$ cat src/rtl/rct_pkg.sv
package rct_pkg;
  localparam int CNT_W = 12;
  localparam int RES_W = 16;
  localparam int PAD_W = RES_W - CNT_W;
  localparam int N_CH  = 4;
  localparam logic [RES_W-1:0] OVR_CODE = 16'hFFF0;

  typedef logic [CNT_W-1:0] count_t;
  typedef logic [RES_W-1:0] result_t;

  // Saturating increment of the time base
  function automatic count_t rct_next(input count_t c);
    return (c == '1) ? c : c + 1'b1;
  endfunction

  // Result word from a captured count and its hit flag
  function automatic result_t rct_format(input count_t c, input logic hit);
    if (hit) return {c, {PAD_W{1'b0}}};
    return OVR_CODE;
  endfunction
endpackage

$ cat src/rtl/rct_sync.sv
module rct_sync #(
  parameter int STAGES = 2,
  parameter int WIDTH  = 4
) (
  input  logic             clk,
  input  logic             rst_n,
  input  logic [WIDTH-1:0] d_i,
  output logic [WIDTH-1:0] q_o
);
  logic [WIDTH-1:0] stage_q [STAGES];

  generate
    for (genvar s = 0; s < STAGES; s++) begin : g_stage
      always_ff @(posedge clk) begin
        if (!rst_n) stage_q[s] <= '0;
        else if (s == 0) stage_q[s] <= d_i;
        else stage_q[s] <= stage_q[(s == 0) ? 0 : s-1];
      end
    end
  endgenerate

  assign q_o = stage_q[STAGES-1];
endmodule

$ cat src/rtl/rct_timebase.sv
module rct_timebase
  import rct_pkg::*;
(
  input  logic   clk,
  input  logic   rst_n,
  input  logic   sync_i,
  input  logic   fast_i,
  output count_t cnt_o
);
  count_t cnt_q;
  logic   phase_q;
  logic   tick;

  assign tick = fast_i | phase_q;

  always_ff @(posedge clk) begin
    if (!rst_n) begin
      cnt_q   <= '0;
      phase_q <= 1'b0;
    end else if (sync_i) begin
      cnt_q   <= '0;
      phase_q <= 1'b0;
    end else begin
      phase_q <= ~phase_q;
      if (tick) cnt_q <= rct_next(cnt_q);
    end
  end

  assign cnt_o = cnt_q;

  assert_hold_zero_R2: assert property (@(posedge clk) disable iff (!rst_n)
    sync_i |=> cnt_q == '0);
  assert_fast_step_R1: assert property (@(posedge clk) disable iff (!rst_n)
    (!sync_i && fast_i && cnt_q != '1) |=> cnt_q == $past(cnt_q) + 1'b1);
  assert_no_wrap_R7: assert property (@(posedge clk) disable iff (!rst_n)
    (!sync_i && cnt_q == '1) |=> cnt_q == '1);
endmodule

$ cat src/rtl/rct_channel.sv
module rct_channel
  import rct_pkg::*;
(
  input  logic    clk,
  input  logic    rst_n,
  input  logic    cmp_s_i,
  input  logic    sync_rise_i,
  input  count_t  cnt_i,
  output result_t shadow_o
);
  logic   cmp_d_q;
  logic   captured_q;
  count_t master_q;
  logic   cmp_rise;
  logic   take;

  assign cmp_rise = cmp_s_i & ~cmp_d_q;
  assign take     = cmp_rise & (sync_rise_i | ~captured_q);

  always_ff @(posedge clk) begin
    if (!rst_n) begin
      cmp_d_q    <= 1'b0;
      captured_q <= 1'b0;
      master_q   <= '0;
      shadow_o   <= '0;
    end else begin
      cmp_d_q <= cmp_s_i;
      if (take) master_q <= cnt_i;
      if (sync_rise_i) begin
        shadow_o   <= rct_format(master_q, captured_q);
        captured_q <= cmp_rise;
      end else begin
        captured_q <= captured_q | cmp_rise;
      end
    end
  end

  assert_capture_count_R4: assert property (@(posedge clk) disable iff (!rst_n)
    take |=> master_q == $past(cnt_i));
  assert_first_only_R9: assert property (@(posedge clk) disable iff (!rst_n)
    (captured_q && !sync_rise_i) |=> $stable(master_q));
  assert_shadow_hold_R5: assert property (@(posedge clk) disable iff (!rst_n)
    !sync_rise_i |=> $stable(shadow_o));
  assert_overvoltage_R6: assert property (@(posedge clk) disable iff (!rst_n)
    (sync_rise_i && !captured_q) |=> shadow_o == OVR_CODE);
endmodule

$ cat src/rtl/ramp_capture_timer.sv
module ramp_capture_timer
  import rct_pkg::*;
#(
  parameter int SYNC_STAGES = 2,
  localparam int SEL_W = $clog2(N_CH)
) (
  input  logic             clk,
  input  logic             rst_n,
  input  logic             pwm_sync_i,
  input  logic [N_CH-1:0]  cmp_i,
  input  logic             fast_count_i,
  input  logic [SEL_W-1:0] rd_sel_i,
  output logic [RES_W-1:0] res_main0_o,
  output logic [RES_W-1:0] res_main1_o,
  output logic [RES_W-1:0] res_main2_o,
  output logic [RES_W-1:0] res_aux_o,
  output logic [RES_W-1:0] rd_data_o,
  output logic             valid_o
);
  logic            sync_q;
  logic            sync_rise;
  logic            seen_q;
  logic            valid_q;
  count_t          cnt;
  logic [N_CH-1:0] cmp_s;
  result_t         shadow [N_CH];

  assign sync_rise = pwm_sync_i & ~sync_q;

  always_ff @(posedge clk) begin
    if (!rst_n) begin
      sync_q  <= 1'b0;
      seen_q  <= 1'b0;
      valid_q <= 1'b0;
    end else begin
      sync_q <= pwm_sync_i;
      if (sync_rise) begin
        seen_q <= 1'b1;
        if (seen_q) valid_q <= 1'b1;
      end
    end
  end

  rct_timebase u_tb (
    .clk    (clk),
    .rst_n  (rst_n),
    .sync_i (pwm_sync_i),
    .fast_i (fast_count_i),
    .cnt_o  (cnt)
  );

  rct_sync #(.STAGES(SYNC_STAGES), .WIDTH(N_CH)) u_sync (
    .clk   (clk),
    .rst_n (rst_n),
    .d_i   (cmp_i),
    .q_o   (cmp_s)
  );

  generate
    for (genvar c = 0; c < N_CH; c++) begin : g_ch
      rct_channel u_ch (
        .clk         (clk),
        .rst_n       (rst_n),
        .cmp_s_i     (cmp_s[c]),
        .sync_rise_i (sync_rise),
        .cnt_i       (cnt),
        .shadow_o    (shadow[c])
      );
    end
  endgenerate

  assign res_main0_o = shadow[0];
  assign res_main1_o = shadow[1];
  assign res_main2_o = shadow[2];
  assign res_aux_o   = shadow[3];
  assign rd_data_o   = shadow[rd_sel_i];
  assign valid_o     = valid_q;

  assert_valid_late_R8: assert property (@(posedge clk) disable iff (!rst_n)
    (!valid_q && !(sync_rise && seen_q)) |=> !valid_q);
  assert_valid_sticky_R8: assert property (@(posedge clk) disable iff (!rst_n)
    valid_q |=> valid_q);
endmodule

$ cat config.mk
export PLATFORM = sky130hd
export DESIGN_NAME = ramp_capture_timer
export DESIGN_NICKNAME = d
export VERILOG_FILES = /design/src/rtl/rct_pkg.sv /design/src/rtl/rct_sync.sv /design/src/rtl/rct_timebase.sv /design/src/rtl/rct_channel.sv /design/src/rtl/ramp_capture_timer.sv
export SDC_FILE = /design/constraint.sdc
export NUM_CORES = 1
export LEC_CHECK = 0
export BUFFER_PORTS_ARGS = -buffer_cell sky130_fd_sc_hd__buf_2
export CAP_MARGIN = 20
export CORE_UTILIZATION = 25
export CTS_CLUSTER_DIAMETER = 150
export DETAILED_ROUTE_END_ITERATION = 8
export PLACE_DENSITY = 0.44
export SKIP_LAST_GASP = 1
export SLEW_MARGIN = 0
export SYNTH_ARGS = -nofsm -noshare
export SYNTH_HDL_FRONTEND = slang
export SYNTH_SLANG_ARGS = --single-unit
$ cat constraint.sdc
create_clock -name clk -period 1.6 [get_ports clk]
set_input_delay 0.4 -clock clk [delete_from_list [all_inputs] [get_ports clk]]
set_output_delay 0.4 -clock clk [all_outputs]
set_load 0.05 [all_outputs]
Yosys cells after proc, flatten, opt, wreduce, memory -nomap -nowiden
Memory sizes are Yosys's and may differ from the RTL's.
Index checks and enable logic that the tools add are counted.
Widths: inputs -> output; s select.
{"block": "totals", "regBits": 136, "latchBits": 0, "mem_bits_rw": 8, "mem_bits_ro": 0, "inputBits": 10, "out_inout_bits": 81, "elab_cells": 92, "n_memories": 1}
{"name": "u_sync.stage_q", "depth": 2, "word_bits": 4, "read_ports": 2, "rd_ports_with_merged_regs": 0, "wr": 2, "line_no": "rct_sync.sv:10", "rtl": "logic [WIDTH-1:0] stage_q [STAGES];"}
{"block": "classes", "addsub": 1, "n_mul": 0, "div_mod_pow": 0, "magnitude_cmp": 1, "eq_ne": 1, "n_shift": 0, "muxes": 31, "n_bitwise": 33, "reduce_logical": 3}
{"operator": "$mux 16", "count": 10}
{"operator": "$bmux 16 s2", "count": 1}
{"operator": "$mux 1", "count": 18}
{"operator": "$add 12x1->12 const B", "count": 1}
{"operator": "$eq 12x12->1 const B", "count": 1}
{"operator": "$not 1->1", "count": 12}
{"operator": "$or 1x1->1", "count": 11}
{"operator": "$and 1x1->1", "count": 9}
{"operator": "$mux 4", "count": 2}
{"operator": "$reduce_and 2->1", "count": 2}
{"operator": "$ge 3x3->1 const B", "count": 1}
{"operator": "$not 2->3", "count": 1}
{"operator": "$reduce_or 2->1", "count": 1}

Logic depth before layout (Yosys ltp)
{"block": "depth", "word_depth": 5, "ltp_mapped": 6, "depth_no_buf": 5}

Hierarchy
A second synthesis with hierarchy kept.
{"block": "unflattened", "cells_unflattened": 587, "area_unflattened_um2": 5500.3}
{"mod": "rct_channel", "instances": 4, "cells_per_inst": 116, "area_each_um2": 1024.7, "seq_area_each_um2": 520.5}
{"mod": "rct_timebase", "instances": 1, "cells_per_inst": 79, "area_each_um2": 670.6, "seq_area_each_um2": 260.2}
{"mod": "ramp_capture_timer", "instances": 1, "cells_per_inst": 28, "area_each_um2": 520.5, "seq_area_each_um2": 60.1}
{"mod": "rct_sync", "instances": 1, "cells_per_inst": 16, "area_each_um2": 210.2, "seq_area_each_um2": 160.2}

Worst setup path before layout
OpenSTA, ideal clock, no wires.
{"block": "synth_timing", "path_kind": "input-to-output", "start": "input port rd_sel_i[1]", "end": "output port rd_data_o[10]", "t_arrival_ns": 1.366, "required_time_ns": 1.200, "slack_ns": -0.166, "path_stages": 2, "cell_sequence": "buf_2 > mux4_2"}
{"block": "synth_between", "elab_chain_cells": 4}
{"element": "from (decl)", "line_no": "ramp_capture_timer.sv:12", "rtl": "input logic [SEL_W-1:0] rd_sel_i,"}
{"element": "$not 2->3 (implied by the code)", "line_no": "ramp_capture_timer.sv:76", "rtl": "assign rd_data_o = shadow[rd_sel_i];"}
{"element": "$bmux 16 s2", "line_no": "ramp_capture_timer.sv:76"}
{"element": "$mux 16 (implied by the code) (2 in series)", "line_no": "ramp_capture_timer.sv:76"}
{"element": "to (decl)", "line_no": "ramp_capture_timer.sv:17", "rtl": "output logic [RES_W-1:0] rd_data_o,"}
No other way between the ends. The select of a mux whose other input is x is not followed.

Worst setup path after layout
{"block": "layout_timing", "start": "register g_ch[3].u_ch.shadow_o[6]", "end": "output port rd_data_o[6]"}
{"block": "layout_between", "elab_chain_cells": 3}
{"element": "from (decl)", "line_no": "rct_channel.sv:9", "rtl": "output result_t shadow_o"}
{"element": "from (signal assigned)", "line_no": "rct_channel.sv:30", "rtl": "shadow_o <= rct_format(master_q, captured_q);"}
{"element": "$bmux 16 s2", "line_no": "ramp_capture_timer.sv:76"}
{"element": "$mux 16 (implied by the code) (2 in series)", "line_no": "ramp_capture_timer.sv:76"}
No other way between the ends. The select of a mux whose other input is x is not followed.

==> results.md <==
- First DRT Iteration DRCs: 166
- Min cycle time layout: 1.79 ns
- DP HPWL: 8750 um
- Clock Path Buffers: 2
- # fillers: 2161
- Drt pass-1 iters: 4
- Synth Area in Simple Gates: 18.2%
- Post-synthesis cell type count: 35
- Commonest cells after routing, fill and taps aside: 97 x dfxtp_1, 56 x buf_2, 53 x mux2i_1, 51 x buf_4, 50 x nor2b_1
- Worst skew pair latency: 0.41 ns
- Largest family of logic cells by synthesized area: simple AND/OR/NAND/NOR gates
- FF-to-FF End: u_tb.cnt_o[10]
- Synth Area per Inst: 11.0 sq um
- Hold Path Sink: u_sync.stage_q[0][3]
- Final hold vios: 0
- Comb pwr share: 16.0%
- Clk root buf: clkbuf_16
- Area taken by flip-flops and latches: 2600 sq um
- Unrepaired setup endpoints after global routing: yes
- Status: complete, but fails checks
- Pin count of the biggest net entering global routing: 57
- Max FO, Critical Path: 2
- Crit Path Category: reg2out
- Overall Power: 0.00871 W
- Hold Startpoint: cmp_i[3]
- CP max stage delay: 0.49 ns
- Most common cell after layout, fill and taps aside: dfxtp_1
- Most used flip-flop cell after synthesis: dfxtp_1
- CTS clk-pin slew, worst paths: 0.06 ns
- Post-synth EDFFs: 0
- Drt wl/cell: 15.1 um
- Mux cell area share after synthesis: 14.8%
- Max Slew Vio Count: 0
- GP Congestion: 0.781
- Compound-Gate Fraction of Synth Area: 12.1%
- Buf/Inv on CP: 1
- Failing checks: setup timing
- R2R depth: 5
- Crit path capture type: output port
- Die W: 149 um
- Mapped Area: 5410 sq um
- TritonCTS Buffers: 17
- Fin crit share: 112%
- CTS sink count: 128
- P_int: 0.00633 W
- Buffers added on ports: 70
- Row Count: 53
- Register bit total from synthesis: 128
- Switching share of power: 27.3%
- I/O pins: 91
- Peak VDD IR: 0.474 mV
- Gr ovfl total: 0
- Yosys warns: 0
- Share of cells above drive strength 1: 35.4%
- Setup violations, final: 13
- Sequential area share after synthesis: 47.4%
- PwrDens: 1210 nW/um^2
- Hold Crit Class: in2reg
- Area taken by multi-input logic gates: 2600 sq um
- Die Y: 149 um
- Worst r2r src: u_tb.cnt_o[1]
- Area after DPL: 6230 sq um
- Hold path cells: 2
- Pre-CTS WS: -0.224 ns
- R2R Setup Slk: -0.01 ns
- Pleak: 3.08 nW
- Core area: 21100 sq um
- Post-Route WL: 13400 um
- Antenna Nets Post-Route: 0
- Worst setup margin: -0.191 ns
- Fraction of registers with async set/reset: 0%
- CTS tree: yes
- Adder-Cell Fraction of Synth Area: 0.231%
- Post-route setup TNS: -2.12 ns
- Initial Util: 25.6%
- CTS H-Tree Depth: 4
- Initial antenna violation count: 2
- CP Launch Type: flop
- First-pass GRT wire length: 20900 um
- Area Overhead vs Synth: 33.4%
- MaxCap Viol Count: 0
- Power share of the clock group: 44.8%
- Vias per std cell: 4.39
- Fmax: 558 MHz
- Gr usage total: 12.5%
- Vias in the first global route: 3698
- Die ar.: 22200 sq um
- Worst Skew: 0.00664 ns
- Critical path required time: 1.20 ns
- CP max-delay cell: mux4_2
- Via count: 3892
- Syn Inst Count: 493
- Arrival @ worst endpoint: 1.39 ns
- Cell Chain, Critical Path: mux4_2 > buf_8
- Nets: 608
- Finished Cell Area: 7210 sq um
- Net switching power: 0.00238 W
- CP delay by family, top: multiplexers
- Post-route DRC: 0
- Post-synthesis xor/xnor area fraction: 0.162%
- Seq pwr share: 39.2%
[flip-flops by register name, indices dropped and copies added, names as in the netlist]
name,cells
g_ch.u_ch.master_q,48
g_ch.u_ch.cmp_d_q,4
sync_q,1
valid_o,1
seen_q,1
u_sync.stage_q,8
u_tb.phase_q,1
g_ch.u_ch.captured_q,4
g_ch.u_ch.shadow_o,48
u_tb.cnt_o,12
[metal layers]
metal,share of wire [%],vias up,GRT usage [%]
met1,49,1881,16.7
met2,46,75,19.0
met5,0,-,0
met3,3.7,10,3.52
met4,1.0,0,4.44
li1,-,1926,-
[kinds of logic (layout without fill, tap and decap cells)]
logic type / after synthesis / after routing
AOI/OAI and AO/OA: 76 / 76
adders and majority gates: 1 / 1
xor gates and xnor gates: 1 / 1
DFF: 128 / 128
and+or+nand+nor: 154 / 154
other: 1 / 21
buffers and inverters: 67 / 165
muxes: 65 / 65
[worst max-delay path by stage]
stage | start | endpoint | slack [ns] | cells past startpoint
after floorplan | rd_sel_i[1] | rd_data_o[10] | 0.005 | 2
after global placement | rd_sel_i[1] | rd_data_o[13] | -0.21 | 4
after detailed placement | rd_sel_i[1] | rd_data_o[13] | -0.22 | 4
after CTS | g_ch[3].u_ch.shadow_o[13] | rd_data_o[13] | -0.21 | 2
after global routing | g_ch[3].u_ch.shadow_o[6] | rd_data_o[6] | -0.23 | 2
final | g_ch[3].u_ch.shadow_o[6] | rd_data_o[6] | -0.19 | 2
[Yosys cell counts, types with 2 or more instances]
master    number  area share (%)
mux2i_1       53             9.8
o41ai_1        2            0.32
nand2_1       11            0.76
nor3_1         4            0.37
nand3b_1      48             6.7
buf_6          4            0.83
inv_1          2            0.14
a21oi_1        9            0.83
dfxtp_1      128              47
o211a_1       49             9.1
nor4_1         3            0.35
buf_2          6            0.56
mux4_2        12             5.0
nor2_1         8            0.56
o21ai_0        8            0.74
nand3_1        3            0.28
buf_4         23             3.2
a21boi_0       4            0.56
nand2b_1       6            0.69
nor2b_1       51             5.9
clkbuf_1      31             2.2
or3_1          3            0.35
and2_1        13             1.5
[through the flow]
| step | instances | util, % | hold WS (ns) |
|---|---|---|---|
| 2_1_floorplan | 512 | - | 0.412 |
| 3_3_place_gp | 832 | 29.6 | 0.415 |
| 3_5_place_dp | 832 | 29.6 | 0.427 |
| 4_1_cts | 881 | 33.7 | 0.178 |
| 5_1_grt | 885 | 34.2 | 0.185 |
| 6_report | 886 | 34.2 | 0.195 |
[power by group through the flow]
stage	clock network (W)	logic (W)	registers, W
after detailed placement	0	0.00124	0.00348
after floorplan	0	0.000628	0.00381
after CTS	0.00399	0.00138	0.00341
after global routing	0.00414	0.00147	0.00343
after global placement	0	0.00124	0.00348
final	0.00390	0.00140	0.00341
[timing repair]
item | CTS | global route
resized for setup | 58 | 19
buffers inserted | 17 | 3
pin swaps | 3 | 2
hold buffers | 0 | 0
gates cloned | 0 | 1
setup endpoints to repair | 13 | 23
[layout make-up]
class,instances,area share [%]
antenna,1,0.0347
timing repair buffer,131,14.7
clock buffer,22,6.44
clock inverter,10,1.87
inverter,2,0.104
multi-input combinational,317,36.0
tap,275,4.77
sequential,128,36.1
Note: power is estimated with default switching activity, not from simulation.
